<file path="config.mk">
export PLATFORM = sky130hd
export DESIGN_NAME = ide_lba_seq
export DESIGN_NICKNAME = d
export VERILOG_FILES = /design/src/rtl/ide_seq_pkg.sv /design/src/rtl/ide_poll_timer.sv /design/src/rtl/ide_word_counter.sv /design/src/rtl/ide_status_eval.sv /design/src/rtl/ide_lba_seq.sv
export SDC_FILE = /design/constraint.sdc
export NUM_CORES = 1
export LEC_CHECK = 0
export CORE_ASPECT_RATIO = 1.25
export CORE_MARGIN = 1.5
export CORE_UTILIZATION = 45
export DETAILED_ROUTE_END_ITERATION = 16
export DONT_BUFFER_PORTS = 1
export PLACE_DENSITY = 0.66
export SETUP_SLACK_MARGIN = 0.02
export SYNTH_ARGS = -nofsm -noshare
export SYNTH_HDL_FRONTEND = slang
export SYNTH_HIERARCHICAL = 1
export SYNTH_SLANG_ARGS = --single-unit
export TNS_END_PERCENT = 20
</file>
<file path="constraint.sdc">
create_clock -name clk -period 6.96 [get_ports clk]
set_input_delay 1.392 -clock clk [delete_from_list [all_inputs] [get_ports clk]]
set_output_delay 1.392 -clock clk [all_outputs]
set_load 0.03 [all_outputs]
</file>
<file path="src/rtl/ide_seq_pkg.sv">
// Package: shared encodings for the IDE LBA sequencer.
// Assumes a task-file register bus with a 4-bit index (0..7 command block).
package ide_seq_pkg;

    typedef enum logic [1:0] {
        OP_READ  = 2'd0,
        OP_WRITE = 2'd1,
        OP_IDENT = 2'd2,
        OP_READX = 2'd3
    } op_kind_e;

    typedef enum logic [3:0] {
        ST_IDLE,
        ST_WAIT_RDY,
        ST_SEL,
        ST_LBA0,
        ST_LBA1,
        ST_LBA2,
        ST_CNT,
        ST_CMD,
        ST_WAIT_DRQ,
        ST_RD_FETCH,
        ST_RD_PUSH,
        ST_WR_PULL,
        ST_WR_STORE,
        ST_WAIT_FIN,
        ST_ERR_FETCH,
        ST_END
    } seq_state_e;

    localparam logic [3:0] RIX_DATA    = 4'd0;
    localparam logic [3:0] RIX_ERROR   = 4'd1;
    localparam logic [3:0] RIX_COUNT   = 4'd2;
    localparam logic [3:0] RIX_LBA0    = 4'd3;
    localparam logic [3:0] RIX_LBA1    = 4'd4;
    localparam logic [3:0] RIX_LBA2    = 4'd5;
    localparam logic [3:0] RIX_DRVHD   = 4'd6;
    localparam logic [3:0] RIX_CMDSTAT = 4'd7;

    localparam int SB_ERR = 0;
    localparam int SB_DRQ = 3;
    localparam int SB_DF  = 5;
    localparam int SB_RDY = 6;
    localparam int SB_BSY = 7;

    localparam logic [7:0] CMD_READ  = 8'h20;
    localparam logic [7:0] CMD_WRITE = 8'h30;
    localparam logic [7:0] CMD_IDENT = 8'hEC;

    // Drive/head byte: fixed ones, select bit, top address nibble.
    function automatic logic [7:0] drive_head(input logic slave, input logic [3:0] hi);
        return {3'b111, slave, hi};
    endfunction

    // Command byte for an operation kind; kind 3 behaves as read.
    function automatic logic [7:0] cmd_code(input op_kind_e kind);
        case (kind)
            OP_WRITE: return CMD_WRITE;
            OP_IDENT: return CMD_IDENT;
            default:  return CMD_READ;
        endcase
    endfunction

endpackage

</file>
<file path="src/rtl/ide_poll_timer.sv">
// Module: cycle counter for status waits.
// Counts cycles while 'active' is high and clears whenever it is low; the
// count saturates. Assumes two wait phases are never back to back.
module ide_poll_timer #(
    parameter int TMO_W = 16
) (
    input  logic             clk,
    input  logic             rst_n,
    input  logic             active,
    input  logic [TMO_W-1:0] limit,
    output logic             expired
);
    logic [TMO_W-1:0] cnt_q;

    // Count cycles spent in the current wait.
    always_ff @(posedge clk) begin
        if (!rst_n || !active) begin
            cnt_q <= '0;
        end else if (cnt_q != {TMO_W{1'b1}}) begin
            cnt_q <= cnt_q + 1'b1;
        end
    end

    // Expiry once the wait has lasted the limit.
    always_comb begin
        expired = active && (cnt_q >= limit);
    end
endmodule

</file>
<file path="src/rtl/ide_word_counter.sv">
// Module: sector word counter.
// Steps once per moved word and flags the last word of a sector.
// Assumes WORDS is at least 2.
module ide_word_counter #(
    parameter int WORDS = 256
) (
    input  logic clk,
    input  logic rst_n,
    input  logic clear,
    input  logic step,
    output logic last
);
    localparam int CW = $clog2(WORDS);
    localparam logic [CW-1:0] LAST_IDX = CW'(WORDS - 1);

    logic [CW-1:0] cnt_q;

    // Word index within the sector.
    always_ff @(posedge clk) begin
        if (!rst_n || clear) begin
            cnt_q <= '0;
        end else if (step) begin
            cnt_q <= cnt_q + 1'b1;
        end
    end

    // Final word of the sector.
    always_comb begin
        last = (cnt_q == LAST_IDX);
    end
endmodule

</file>
<file path="src/rtl/ide_status_eval.sv">
// Module: decodes a status byte into the conditions the sequencer waits on.
// Assumes the other bits are meaningless while busy is set, so every
// condition requires busy clear.
module ide_status_eval (
    input  logic [7:0] status,
    output logic       ready_ok,
    output logic       drq_ok,
    output logic       has_err,
    output logic       has_df
);
    import ide_seq_pkg::*;

    // Condition decode, all gated by busy clear.
    always_comb begin
        ready_ok = !status[SB_BSY] && status[SB_RDY];
        drq_ok   = !status[SB_BSY] && status[SB_DRQ];
        has_err  = !status[SB_BSY] && status[SB_ERR];
        has_df   = !status[SB_BSY] && status[SB_DF];
    end
endmodule

</file>
<file path="src/rtl/ide_lba_seq.sv">
// Module: IDE single-sector LBA28 PIO sequencer (top).
// Runs read, write or identify: ready poll, drive/address/count setup,
// command, data-request poll, 16-bit data phase, final poll for writes,
// error register fetch. Assumes a register port that keeps reg_ack low
// except for one cycle per finished access, with reg_rdata valid then.
module ide_lba_seq #(
    parameter int SECTOR_WORDS = 256,
    parameter int TMO_W        = 16
) (
    input  logic             clk,
    input  logic             rst_n,
    input  logic [TMO_W-1:0] poll_limit,
    input  logic             op_valid,
    output logic             op_ready,
    input  logic [1:0]       op_kind,
    input  logic [27:0]      op_lba,
    input  logic             op_slave,
    output logic             reg_req,
    output logic             reg_we,
    output logic [3:0]       reg_idx,
    output logic [15:0]      reg_wdata,
    input  logic             reg_ack,
    input  logic [15:0]      reg_rdata,
    output logic             rd_valid,
    input  logic             rd_ready,
    output logic [15:0]      rd_data,
    input  logic             wr_valid,
    output logic             wr_ready,
    input  logic [15:0]      wr_data,
    output logic             done,
    output logic             done_err,
    output logic             done_tmo,
    output logic             done_wfault,
    output logic [7:0]       err_code
);
    import ide_seq_pkg::*;

    seq_state_e  state_q, state_d;
    op_kind_e    kind_q;
    logic [27:0] lba_q;
    logic        slave_q;
    logic [15:0] word_q;
    logic [7:0]  err_code_q;
    logic        err_q, tmo_q, wf_q;

    logic latch_op, take_rd, take_wr, step, set_tmo, set_wf, set_err;
    logic in_wait, tmo_hit, last_word;
    logic st_ready_ok, st_drq_ok, st_err, st_df;

    ide_poll_timer #(.TMO_W(TMO_W)) u_timer (
        .clk     (clk),
        .rst_n   (rst_n),
        .active  (in_wait),
        .limit   (poll_limit),
        .expired (tmo_hit)
    );

    ide_word_counter #(.WORDS(SECTOR_WORDS)) u_words (
        .clk   (clk),
        .rst_n (rst_n),
        .clear (state_q == ST_IDLE),
        .step  (step),
        .last  (last_word)
    );

    ide_status_eval u_stat (
        .status   (reg_rdata[7:0]),
        .ready_ok (st_ready_ok),
        .drq_ok   (st_drq_ok),
        .has_err  (st_err),
        .has_df   (st_df)
    );

    // Wait phases that run the timeout counter.
    always_comb begin
        in_wait = (state_q == ST_WAIT_RDY) || (state_q == ST_WAIT_DRQ) ||
                  (state_q == ST_WAIT_FIN);
    end

    // Next-state and action strobes of the sequencer.
    always_comb begin
        state_d  = state_q;
        latch_op = 1'b0;
        take_rd  = 1'b0;
        take_wr  = 1'b0;
        step     = 1'b0;
        set_tmo  = 1'b0;
        set_wf   = 1'b0;
        set_err  = 1'b0;
        case (state_q)
            ST_IDLE: begin
                if (op_valid) begin
                    latch_op = 1'b1;
                    state_d  = ST_WAIT_RDY;
                end
            end
            ST_WAIT_RDY: begin
                if (reg_ack) begin
                    if (st_ready_ok) state_d = ST_SEL;
                end else if (tmo_hit) begin
                    set_tmo = 1'b1;
                    state_d = ST_END;
                end
            end
            ST_SEL: begin
                if (reg_ack) state_d = (kind_q == OP_IDENT) ? ST_CMD : ST_LBA0;
            end
            ST_LBA0: if (reg_ack) state_d = ST_LBA1;
            ST_LBA1: if (reg_ack) state_d = ST_LBA2;
            ST_LBA2: if (reg_ack) state_d = ST_CNT;
            ST_CNT:  if (reg_ack) state_d = ST_CMD;
            ST_CMD:  if (reg_ack) state_d = ST_WAIT_DRQ;
            ST_WAIT_DRQ: begin
                if (reg_ack) begin
                    if (st_err) begin
                        set_wf  = st_df;
                        state_d = ST_ERR_FETCH;
                    end else if (st_df) begin
                        set_wf  = 1'b1;
                        state_d = ST_END;
                    end else if (st_drq_ok) begin
                        state_d = (kind_q == OP_WRITE) ? ST_WR_PULL : ST_RD_FETCH;
                    end
                end else if (tmo_hit) begin
                    set_tmo = 1'b1;
                    state_d = ST_END;
                end
            end
            ST_RD_FETCH: begin
                if (reg_ack) begin
                    take_rd = 1'b1;
                    state_d = ST_RD_PUSH;
                end
            end
            ST_RD_PUSH: begin
                if (rd_ready) begin
                    step    = 1'b1;
                    state_d = last_word ? ST_END : ST_RD_FETCH;
                end
            end
            ST_WR_PULL: begin
                if (wr_valid) begin
                    take_wr = 1'b1;
                    state_d = ST_WR_STORE;
                end
            end
            ST_WR_STORE: begin
                if (reg_ack) begin
                    step    = 1'b1;
                    state_d = last_word ? ST_WAIT_FIN : ST_WR_PULL;
                end
            end
            ST_WAIT_FIN: begin
                if (reg_ack) begin
                    if (st_ready_ok) begin
                        set_wf  = st_df;
                        state_d = st_err ? ST_ERR_FETCH : ST_END;
                    end
                end else if (tmo_hit) begin
                    set_tmo = 1'b1;
                    state_d = ST_END;
                end
            end
            ST_ERR_FETCH: begin
                if (reg_ack) begin
                    set_err = 1'b1;
                    state_d = ST_END;
                end
            end
            ST_END:  state_d = ST_IDLE;
            default: state_d = ST_IDLE;
        endcase
    end

    // Register port drive for the current state.
    always_comb begin
        reg_req   = 1'b0;
        reg_we    = 1'b0;
        reg_idx   = RIX_CMDSTAT;
        reg_wdata = 16'h0000;
        case (state_q)
            ST_WAIT_RDY, ST_WAIT_DRQ, ST_WAIT_FIN: begin
                reg_req = 1'b1;
                reg_idx = RIX_CMDSTAT;
            end
            ST_SEL: begin
                reg_req   = 1'b1;
                reg_we    = 1'b1;
                reg_idx   = RIX_DRVHD;
                reg_wdata = {8'h00, drive_head(slave_q,
                             (kind_q == OP_IDENT) ? 4'h0 : lba_q[27:24])};
            end
            ST_LBA0: begin
                reg_req   = 1'b1;
                reg_we    = 1'b1;
                reg_idx   = RIX_LBA0;
                reg_wdata = {8'h00, lba_q[7:0]};
            end
            ST_LBA1: begin
                reg_req   = 1'b1;
                reg_we    = 1'b1;
                reg_idx   = RIX_LBA1;
                reg_wdata = {8'h00, lba_q[15:8]};
            end
            ST_LBA2: begin
                reg_req   = 1'b1;
                reg_we    = 1'b1;
                reg_idx   = RIX_LBA2;
                reg_wdata = {8'h00, lba_q[23:16]};
            end
            ST_CNT: begin
                reg_req   = 1'b1;
                reg_we    = 1'b1;
                reg_idx   = RIX_COUNT;
                reg_wdata = 16'h0001;
            end
            ST_CMD: begin
                reg_req   = 1'b1;
                reg_we    = 1'b1;
                reg_idx   = RIX_CMDSTAT;
                reg_wdata = {8'h00, cmd_code(kind_q)};
            end
            ST_RD_FETCH: begin
                reg_req = 1'b1;
                reg_idx = RIX_DATA;
            end
            ST_WR_STORE: begin
                reg_req   = 1'b1;
                reg_we    = 1'b1;
                reg_idx   = RIX_DATA;
                reg_wdata = word_q;
            end
            ST_ERR_FETCH: begin
                reg_req = 1'b1;
                reg_idx = RIX_ERROR;
            end
            default: begin
                reg_req = 1'b0;
            end
        endcase
    end

    // Sequencer state, request capture, data word and completion flags.
    always_ff @(posedge clk) begin
        if (!rst_n) begin
            state_q    <= ST_IDLE;
            kind_q     <= OP_READ;
            lba_q      <= '0;
            slave_q    <= 1'b0;
            word_q     <= '0;
            err_code_q <= '0;
            err_q      <= 1'b0;
            tmo_q      <= 1'b0;
            wf_q       <= 1'b0;
        end else begin
            state_q <= state_d;
            if (latch_op) begin
                kind_q     <= op_kind_e'(op_kind);
                lba_q      <= op_lba;
                slave_q    <= op_slave;
                err_code_q <= '0;
                err_q      <= 1'b0;
                tmo_q      <= 1'b0;
                wf_q       <= 1'b0;
            end
            if (take_rd) word_q <= reg_rdata;
            if (take_wr) word_q <= wr_data;
            if (set_tmo) tmo_q <= 1'b1;
            if (set_wf)  wf_q  <= 1'b1;
            if (set_err) begin
                err_q      <= 1'b1;
                err_code_q <= reg_rdata[7:0];
            end
        end
    end

    // Host-side outputs.
    always_comb begin
        op_ready    = (state_q == ST_IDLE);
        rd_valid    = (state_q == ST_RD_PUSH);
        rd_data     = word_q;
        wr_ready    = (state_q == ST_WR_PULL);
        done        = (state_q == ST_END);
        done_err    = err_q;
        done_tmo    = tmo_q;
        done_wfault = wf_q;
        err_code    = err_code_q;
    end
endmodule

</file>
==> metrics.md <==
| Metric | Value |
|---|---|
| Clk_skew | `0.00909 ns` |
| Final std cells w/o fill | `719` |
| CP max FO | `21` |
| Initial core utilization | `0.464` |
| WL/cell | `18.1 µm` |
| Hpwl dp | `~9.7 mm` |
| XOR/XNOR share of the synthesized area | `0.0142` |
| Post-route ant nets | `0` |
| Synth top area cells | `dfxtp_1 35%, nand2_1 8.0%, a21boi_0 5.9%` |
| Clk pwr share | `0.298` |
| Clock transition at path regs | `0.06 ns` |
| Worst-skew pair later-pin latency | `0.34 ns` |
| Adder-cell share of the synthesized area | `0.0457` |
| CTS Sinks | `86` |
| Setup violators final | `0` |
| Library cells used by synthesis | `75` |
| Initial drt markers | `201` |
| Startpoint types | `flip-flop` |
| Worst Setup End Kind | `output port` |
| Clock tree from TritonCTS | `yes` |
| Layout cells sized above 1 | `0.0630` |
| Post-synth EDFFs | `0` |
| Core Area | `about 11000 µm²` |
| Antenna diodes | `0` |
| Worst EP arrival | `3.13 ns` |
| Final Hold Viols | `0` |
| CTS root buf | `clkbuf_16` |
| Post-Synthesis Cells | `606` |
| Number of synthesized register bits | `86` |
| Net Sw Frac | `0.393` |
| Largest net degree at the start of global routing | `66` |
| Largest family of logic cells by synthesized area | `simple AND/OR/NAND/NOR gates` |
| Status | `finished clean` |
| Compound-Gate Fraction of Synth Area | `0.255` |
| Worst Path Required | `~5.6 ns` |
| DIE AREA | `11600 µm²` |
| Final core utilization | `0.492` |
| Ys Warns | `6` |
| Ys async rst share | `0` |
| Max Cap Viol | `0` |
| CTS Hold Bufs | `0` |
| Fmax | `~220 MHz` |
| Total track usage | `0.221` |
| Post-Syn Nets | `709` |
| P_sw | `~640 µW` |
| Pwr dens | `about 310 nW/µm²` |
| Crit Path Category | `flip-flop to output port` |
| WL final | `13.0 mm` |
| TritonRoute pass-1 iters | `6` |
| Internal Power | `982 µW` |
| Fin crit share | `0.649` |
| Longest Clk Path Bufs | `2` |
| Worst min-delay path class | `flip-flop to flip-flop` |
| Vias per cell | `roughly 6.0` |
| WHS | `about 0.47 ns` |
| Worst-Margin Slew | `~1.2 ns` |
| Placer Congestion | `0.870` |
| First-pass GRT wire length | `20.7 mm` |
| Post-synthesis mux area share | `0.0104` |
| I/O Pins | `roughly 140` |
| Post-CTS Setup Bufs | `0` |
| Logic pwr share | `0.308` |
| Number of buffers created by CTS | `9` |
| Tmin final | `between 4 and 5 ns` |
| RSZ-0062 raised after global routing | `false` |
| Synth-to-Final Area Change | `5.91%` |
| Static Leakage | `0.00190 µW` |
| Mean Syn Cell Area | `~8.1 µm²` |
| Post-CTS sizing | `0` |
| Sequential-to-total area share from yosys stat | `0.349` |
| Max transition margin | `0.230` |
| Rows | `42` |
| Share of power burned in registers | `0.394` |
| Final #Nets | `685` |
| Fin Setup TNS | `0 ns` |
| VDD IR max | `135 µV` |
| Die height | `120 µm` |
| Htree depth | `3` |
| Vias in the first global route | `4091` |
| Post-Synth Simple-Gate Area | `0.271` |
| Total grt overflow | `0` |
| Main synth FF type | `dfxtp_1` |
| DRC violations left | `0` |
| Via count | `4345` |
| Slew Limit Fails | `0` |
| Area of the mapped netlist | `4930 µm²` |
| Post-synth top area share | `0.349` |
| Cell taking the most area after synthesis | `dfxtp_1` |
| Initial antenna violation count | `0` |
| Die width | `96.6 µm` |
| Buffers on Ports | `0` |
| Placed cells | `~700` |
[power groups by stage]
stage	sequential, µW	clock [µW]	combinational, µW
after floorplan	593	0	467
after global placement	645	0	488
after detailed placement	647	0	499
after CTS	636	495	501
after global routing	647	512	550
final	638	483	498
[registers in the layout (all words and copies together), names as in the netlist]
register	cells
done_err	1
done_tmo	1
done_wfault	1
err_code	8
kind_q	2
lba_q	28
rd_data	16
slave_q	1
state_q	4
u_timer/cnt_q	16
u_words/cnt_q	8
[through the flow]
stage          power, µW  cell area (µm²)  setup WS [ns]
4_1_cts             1630             5220           2.45
6_report            1620             5220           2.44
3_3_place_gp        1130             4920           2.95
3_5_place_dp        1150             4920           2.83
2_1_floorplan       1060             4930           3.66
5_1_grt             1710             5220           2.29
[worst paths after layout]
check	from	end	slack, ns	depth (start not counted)
setup reg to reg	state_q[1]$_SDFFE_PN0P_	rd_data[3]$_SDFFE_PN0P_	3.82	5
hold / removal	lba_q[25]$_SDFFE_PN0P_	lba_q[25]$_SDFFE_PN0P_	0.47	2
hold reg to reg	lba_q[25]$_SDFFE_PN0P_	lba_q[25]$_SDFFE_PN0P_	0.47	2
setup / recovery	state_q[2]$_SDFFE_PN0P_	reg_wdata[4]	2.44	4
[cell families (layout without fill, tap and decap cells)]
group	Yosys count	in the layout
simple gates	257	257
compound gates	173	173
flops	86	86
buf+inv	58	39
fa+ha+maj	18	18
xor+xnor	8	8
mux	5	5
other cells	1	1
[cells in the final DEF (no fill, tap or decap), types with 5 or more instances in the layout]
| cell type | count |
|---|---|
| a21boi_0 | 39 |
| a211oi_1 | 5 |
| a22oi_1 | 29 |
| nand3_1 | 23 |
| nand4_1 | 7 |
| ha_1 | 18 |
| nand2_1 | 105 |
| or3_1 | 5 |
| o21ai_0 | 26 |
| dfxtp_1 | 86 |
| nor2b_1 | 21 |
| nor3_1 | 9 |
| inv_1 | 21 |
| clkbuf_16 | 9 |
| nor2_1 | 31 |
| o211a_1 | 7 |
| a21oi_1 | 24 |
| nand2b_1 | 7 |
| xor2_1 | 5 |
| and2_1 | 11 |
[per-layer routing]
metal	wire (µm)	up-vias	track usage	part of all wire
met1	5380	2028	0.271	0.41
met2	6370	153	0.372	0.49
met5	0	-	0	0
met3	934	26	0.0553	0.072
met4	301	0	0.0870	0.023
li1	-	2138	-	-
[synth_stat cells, drive strengths merged, types with 3 or more instances]
| master | count |
|---|---|
| a211oi | 5 |
| a21boi | 41 |
| a21oi | 24 |
| a222oi | 3 |
| a22oi | 29 |
| a311oi | 4 |
| a41oi | 3 |
| and2 | 13 |
| and4 | 5 |
| buf | 20 |
| clkbuf | 16 |
| dfxtp | 86 |
| ha | 18 |
| inv | 21 |
| mux2i | 4 |
| nand2 | 105 |
| nand2b | 7 |
| nand3 | 25 |
| nand3b | 4 |
| nand4 | 10 |
| nor2 | 33 |
| nor2b | 21 |
| nor3 | 10 |
| nor4 | 5 |
| o211a | 7 |
| o211ai | 4 |
| o21ai | 26 |
| o31ai | 3 |
| or2 | 4 |
| or3 | 5 |
| xnor2 | 3 |
| xor2 | 5 |
[area by class of cell]
class	instances	area, µm²
fill	1037	5390
multi-input combinational	462	2940
sequential	86	1720
clock buffer	10	229
tap	132	165
inverter	21	78.8
clock inverter	6	71.3
timing repair buffer	2	15.0
[critical path: stages (launching register included)]
cell	delay, ns
dfxtp_1	0.77
or2b_1	0.45
nor2_1	0.85
a221oi_1	0.23
o21ai_0	0.48
No activity file was read; power rests on OpenSTA's default activity.
